`config.mk`:
```
export PLATFORM = sky130hd
export DESIGN_NAME = sideband_tracker
export DESIGN_NICKNAME = d
export VERILOG_FILES = /design/src/rtl/sbt_pkg.sv /design/src/rtl/sbt_fifo.sv /design/src/rtl/sbt_admit.sv /design/src/rtl/sbt_out_stage.sv /design/src/rtl/sideband_tracker.sv
export SDC_FILE = /design/constraint.sdc
export NUM_CORES = 1
export LEC_CHECK = 0
export ABC_CLOCK_PERIOD_IN_PS = 6100
export BUFFER_PORTS_ARGS = -buffer_cell sky130_fd_sc_hd__buf_2
export CAP_MARGIN = 15
export CELL_PAD_IN_SITES_DETAIL_PLACEMENT = 1
export CELL_PAD_IN_SITES_GLOBAL_PLACEMENT = 1
export CORE_ASPECT_RATIO = 0.8
export CORE_MARGIN = 5
export CORE_UTILIZATION = 25
export DETAILED_ROUTE_END_ITERATION = 7
export PLACE_DENSITY_LB_ADDON = 0.15
export SYNTH_ARGS = -nofsm -noshare
export SYNTH_HDL_FRONTEND = slang
export SYNTH_SLANG_ARGS = --single-unit
```
`constraint.sdc`:
```
create_clock -name clk -period 6.1 [get_ports clk]
set_clock_uncertainty 0.15 [all_clocks]
set_input_delay 0.61 -clock clk [delete_from_list [all_inputs] [get_ports clk]]
set_output_delay 0.61 -clock clk [all_outputs]
set_load 0.02 [all_outputs]
```
`src/rtl/sbt_pkg.sv`:
```
package sbt_pkg;
  // number of bits needed to hold a value from 0 to n inclusive
  function automatic int unsigned occ_bits(input int unsigned n);
    return (n < 1) ? 1 : $clog2(n + 1);
  endfunction

  // number of bits needed to index n entries
  function automatic int unsigned idx_bits(input int unsigned n);
    return (n < 2) ? 1 : $clog2(n);
  endfunction
endpackage

```
`src/rtl/sbt_fifo.sv`:
```
module sbt_fifo
  import sbt_pkg::*;
#(
  parameter int unsigned W     = 8,
  parameter int unsigned DEPTH = 4,
  localparam int unsigned PW   = idx_bits(DEPTH),
  localparam int unsigned CW   = occ_bits(DEPTH)
) (
  input  logic          clk,
  input  logic          rst_n,
  input  logic          push,
  input  logic          pop,
  input  logic [W-1:0]  din,
  output logic [W-1:0]  head,
  output logic          full,
  output logic          empty,
  output logic [CW-1:0] count
);

  localparam logic [PW-1:0] LAST_IDX = PW'(DEPTH - 1);
  localparam logic [CW-1:0] FULL_CNT = CW'(DEPTH);

  logic [W-1:0]  slot_q [DEPTH];
  logic [DEPTH-1:0] slot_we;
  logic [PW-1:0] wr_q, wr_d, rd_q, rd_d;
  logic [CW-1:0] cnt_q, cnt_d;

  // per-slot write enable and storage
  for (genvar g = 0; g < DEPTH; g++) begin : g_slot
    assign slot_we[g] = push && (wr_q == PW'(g));
    always_ff @(posedge clk) begin
      if (slot_we[g]) begin
        slot_q[g] <= din;
      end
    end
  end

  // pointer and occupancy next state
  always_comb begin
    wr_d  = wr_q;
    rd_d  = rd_q;
    cnt_d = cnt_q;
    if (push) begin
      wr_d = (wr_q == LAST_IDX) ? '0 : wr_q + PW'(1);
    end
    if (pop) begin
      rd_d = (rd_q == LAST_IDX) ? '0 : rd_q + PW'(1);
    end
    unique case ({push, pop})
      2'b10:   cnt_d = cnt_q + CW'(1);
      2'b01:   cnt_d = cnt_q - CW'(1);
      default: cnt_d = cnt_q;
    endcase
  end

  always_ff @(posedge clk or negedge rst_n) begin
    if (!rst_n) begin
      wr_q  <= '0;
      rd_q  <= '0;
      cnt_q <= '0;
    end else begin
      wr_q  <= wr_d;
      rd_q  <= rd_d;
      cnt_q <= cnt_d;
    end
  end

  assign head  = slot_q[rd_q];
  assign full  = (cnt_q == FULL_CNT);
  assign empty = (cnt_q == '0);
  assign count = cnt_q;

endmodule

```
`src/rtl/sbt_admit.sv`:
```
module sbt_admit (
  input  logic in_valid,
  input  logic cu_req_ready,
  input  logic fifo_full,
  output logic in_ready,
  output logic cu_req_valid,
  output logic push
);

  logic room;

  // a request needs both a unit slot and a sideband slot
  always_comb begin
    room         = !fifo_full;
    in_ready     = cu_req_ready && room;
    cu_req_valid = in_valid && room;
    push         = in_valid && in_ready;
  end

endmodule

```
`src/rtl/sbt_out_stage.sv`:
```
module sbt_out_stage #(
  parameter int unsigned RES_W = 16
) (
  input  logic             clk,
  input  logic             rst_n,
  input  logic             rsp_valid,
  input  logic [RES_W-1:0] rsp_result,
  output logic             rsp_ready,
  output logic             out_valid,
  input  logic             out_ready,
  output logic [RES_W-1:0] out_result,
  output logic             retire
);

  logic             vld_q, vld_d;
  logic             load;
  logic [RES_W-1:0] res_q;

  always_comb begin
    retire    = vld_q && out_ready;
    rsp_ready = !vld_q || out_ready;
    load      = rsp_valid && rsp_ready;
    vld_d     = vld_q;
    if (load) begin
      vld_d = 1'b1;
    end else if (retire) begin
      vld_d = 1'b0;
    end
  end

  always_ff @(posedge clk or negedge rst_n) begin
    if (!rst_n) begin
      vld_q <= 1'b0;
    end else begin
      vld_q <= vld_d;
    end
  end

  // data register, clock-enabled by load, no reset needed
  always_ff @(posedge clk) begin
    if (load) begin
      res_q <= rsp_result;
    end
  end

  assign out_valid  = vld_q;
  assign out_result = res_q;

endmodule

```
`src/rtl/sideband_tracker.sv`:
```
module sideband_tracker
  import sbt_pkg::*;
#(
  parameter int unsigned OP_W         = 16,
  parameter int unsigned RES_W        = 16,
  parameter int unsigned SB_W         = 8,
  parameter int unsigned MAX_INFLIGHT = 4,
  parameter int unsigned FIFO_DEPTH   = MAX_INFLIGHT,
  localparam int unsigned CNT_W       = occ_bits(FIFO_DEPTH)
) (
  input  logic             clk,
  input  logic             rst_n,
  input  logic             in_valid,
  output logic             in_ready,
  input  logic [OP_W-1:0]  in_operand,
  input  logic [SB_W-1:0]  in_sideband,
  output logic             cu_req_valid,
  input  logic             cu_req_ready,
  output logic [OP_W-1:0]  cu_req_operand,
  input  logic             cu_rsp_valid,
  output logic             cu_rsp_ready,
  input  logic [RES_W-1:0] cu_rsp_result,
  output logic             out_valid,
  input  logic             out_ready,
  output logic [RES_W-1:0] out_result,
  output logic [SB_W-1:0]  out_sideband
);

  logic             fifo_full;
  logic             fifo_empty;
  logic [CNT_W-1:0] fifo_count;
  logic             push;
  logic             pop;

  sbt_admit u_admit (
    .in_valid     (in_valid),
    .cu_req_ready (cu_req_ready),
    .fifo_full    (fifo_full),
    .in_ready     (in_ready),
    .cu_req_valid (cu_req_valid),
    .push         (push)
  );

  assign cu_req_operand = in_operand;

  sbt_fifo #(
    .W     (SB_W),
    .DEPTH (FIFO_DEPTH)
  ) u_fifo (
    .clk   (clk),
    .rst_n (rst_n),
    .push  (push),
    .pop   (pop),
    .din   (in_sideband),
    .head  (out_sideband),
    .full  (fifo_full),
    .empty (fifo_empty),
    .count (fifo_count)
  );

  sbt_out_stage #(
    .RES_W (RES_W)
  ) u_out (
    .clk        (clk),
    .rst_n      (rst_n),
    .rsp_valid  (cu_rsp_valid),
    .rsp_result (cu_rsp_result),
    .rsp_ready  (cu_rsp_ready),
    .out_valid  (out_valid),
    .out_ready  (out_ready),
    .out_result (out_result),
    .retire     (pop)
  );

endmodule

```
==> flow_summary.toml <==
[run_status]
status = "finished, final reports clean"

[pwr]
p_sw_share_pct = 28.4
p_switching_uw = 313
p_clk_share_pct = 28.5
pwr-share-comb_pct = 23.2
leakagePower_uw = 0.00104
ir_drop_v = 0.000132
p_int_uw = 791
seq_power_share_pct = 48.2
p_per_area_nw_per_um2 = 407

[logic_synthesis]
ys_seq_elements = 56
synth.area.mux_share_pct = 9.69
yosys.area.top_type = "edfxtp_1"
netlist.area_leader.share_pct = 64.1
postSynthCellCount = 117
synth.area.top_cells = "edfxtp_1, dfrtp_1, mux4_2"
yosys.area_share.adder_pct = 4.23
yosysSeqAreaShare_pct = 73.1
synth_compound_area_share_pct = 0.947
ys_top_cells_by_count = "edfxtp_1, buf_4, dfrtp_1, mux4_2, ha_1"
synthesis.area_sq_um = 2250
synth_xor_area_share_pct = 1.17
syn_nets = 170
synth_edf_count = 48
synth-async-reset-ratio_pct = 14.3
syn_avg_cell_area_sq_um = 19.2
synth_warnings = 0
yosys.area_share.simple_pct = 4.40
synth_most_common_cell = "edfxtp_1"
synth_top_family_by_area = "multiplexers"
synth.distinct_cells = 24
synth_flop_cell = "edfxtp_1"

[floorplanning]
io_pins = 90
rows = 31
die_w_microns = 116
die_area_sq_um = 11000
initial_core_util_pct = 25.2
coreArea_sq_um = 8920
die_h_microns = 94.8

[critical_path]
slowest_delay_ns = 0.75
path_class = "reg2out"
setup.worst_path.start_class = "register"
cp-end-kind = "primary output"
crit_family = "flip-flops"
crit_path_top_delay_cell = "dfrtp_1"
ff2ff_path_depth = 6
crit_path_end = "out_sideband[5]"
path_depth = 2
crit_path_start = "u_fifo.rd_q[0]"
required_ns = 5.34
crit_fanout = 11
crit_path_cell_trace = "mux4_2 > buf_2"
crit_buf_inv = 1
regToRegStartpoint = "u_fifo.count[0]"
ff2ff_setup_slack_ns = 3.95
reg2reg_to = "u_fifo.count[1]"
arrival_ns = 1.80

[grt]
grt_usage_pct = 7.95
grt_max_degree = 18
grt_pass1_vias = 1324
grt_pass1_wl_mm = 6.64
antenna_found_initial = 0
globalRoute.totalOverflow = 0

[route]
ant_nets = 0
route.detailed.drc = 0
avgRoutedWirePerCell_microns = 15.3
vias = 1132
drt-total-wl_mm = 4.26
drtIter0Drc = 17
drt-pass1-iter-count = 2
viasPerCell = 4.06

[job]
drv_cap = 0

[sta]
rsz0062_at_grt = "no"
slew_viol_final = 0
tns_ns = 0
period_minus_slack_ns = 2.56
setup_viol = 0
tightest_slew_ns = 0.699
max_slew_margin_pct = 53.4
final-hold-violation-count = 0
fin_crit_sh_pct = 42.0
fmax_mhz = 391

[cts]
numCtsBuffers = 5
clockBufferDepth = 2
cts_resized = 0
clk_pin_slew_ns = 0.07
cts-root-buf = "clkbuf_16"
cts_hold_buf = 0
cts.sinks = 56
clk_latency_ns = 0.28
cts_setup_buffers = 0
cts_tree = "done"
cts_max_level = 2

[placed_design]
portBuffers = 57
dp_hpwl_mm = 3.21
place_congestion = 0.691
dp.cells = 271

[finish]
antenna_cells = 0
drive_gt1_share_pct = 47.6
nets = 216
fin_cells = 279
syn_to_final_growth_pct = 20.7

[min_path]
hold_path.class = "in2async"
-- power by group through the flow --
stage	registers, uW	logic (uW)	clock network (uW)
after global placement	538	255	0
after global routing	542	284	339
after floorplan	513	218	0
after detailed placement	543	264	0
final	532	257	315
after CTS	535	263	325
-- worst min-delay path by stage --
stage | end | cells after the start | slack [ns]
6_report | u_fifo.rd_q[1] | 1 | 0.005
5_1_grt | u_fifo.rd_q[1] | 1 | 0.01
4_1_cts | u_out.out_valid | 1 | 0.004
3_5_place_dp | u_out.out_valid | 1 | 0.31
3_3_place_gp | u_fifo.count[2] | 1 | 0.31
2_1_floorplan | u_fifo.count[0] | 0 | 0.16
-- cells in the final DEF, fill, tap and decap left out, drive strengths merged --
| master | synthesis | final |
|---|---|---|
| buf | 17 | 57 |
| clkinvlp | 0 | 1 |
| ha | 6 | 6 |
| nor3 | 1 | 1 |
| edfxtp | 48 | 48 |
| clkinv | 0 | 1 |
| o41ai | 1 | 1 |
| a21o | 1 | 1 |
| xnor2 | 2 | 2 |
| nand2 | 2 | 2 |
| nor2b | 1 | 1 |
| and2 | 5 | 5 |
| mux2 | 3 | 3 |
| nor2 | 2 | 2 |
| clkbuf | 1 | 5 |
| nand2b | 2 | 2 |
| dfrtp | 8 | 8 |
| inv | 4 | 4 |
| bufinv | 0 | 1 |
| fa | 1 | 1 |
| and2b | 1 | 1 |
| nor3b | 1 | 1 |
| mux4 | 8 | 8 |
| xor2 | 1 | 1 |
| o21ai | 1 | 1 |
-- state kept, by name, summed over array words and instances (netlist names) --
signal / flops
u_out.out_valid: 1
u_fifo.count: 3
u_out.out_result: 16
u_fifo.wr_q: 2
u_fifo.slot_q: 32
u_fifo.rd_q: 2
-- routing by layer --
metal / track usage [%] / vias to the layer above / wire [microns] / part of all wire (%)
met3: 1.79 / 22 / 216 / 5.1
met5: 0 / - / 0 / 0
li1: - / 508 / - / -
met2: 13.1 / 32 / 2190 / 51
met4: 4.73 / 0 / 139 / 3.3
met1: 9.49 / 570 / 1710 / 40
-- logic make-up (layout without fill, tap and decap cells) --
| kind of cell | after synthesis | after routing |
|---|---|---|
| muxes | 11 | 11 |
| and+or+nand+nor | 15 | 15 |
| AOI/OAI and AO/OA | 3 | 3 |
| xor gates and xnor gates | 3 | 3 |
| adders and majority gates | 7 | 7 |
| DFF | 56 | 56 |
| buffers and inverters | 22 | 69 |
-- metrics by stage --
step | utilization, % | total power, uW | setup WS (ns) | hold WS [ns] | cell area, sq um
finish | 30.4 | 1100 | 3.54 | 0.00459 | 2710
global route | 30.4 | 1170 | 3.40 | 0.0108 | 2710
CTS | 30.4 | 1120 | 3.46 | 0.00350 | 2710
detailed placement | 28.5 | 807 | 3.74 | 0.315 | 2540
global placement | 28.5 | 792 | 3.81 | 0.307 | 2540
floorplan | - | 731 | 3.99 | 0.164 | 2250
-- final cells by class --
class                           instances  area (sq um)
Clock inverter                          3          42.5
Clock buffer                            5           125
Timing Repair Buffer                   57           285
Inverter                                4          15.0
Fill cell                             943          6210
Multi-Input combinational cell         39           459
Tap cell                              115           144
Sequential cell                        56          1640
Note: power is estimated with default switching activity, not from simulation.
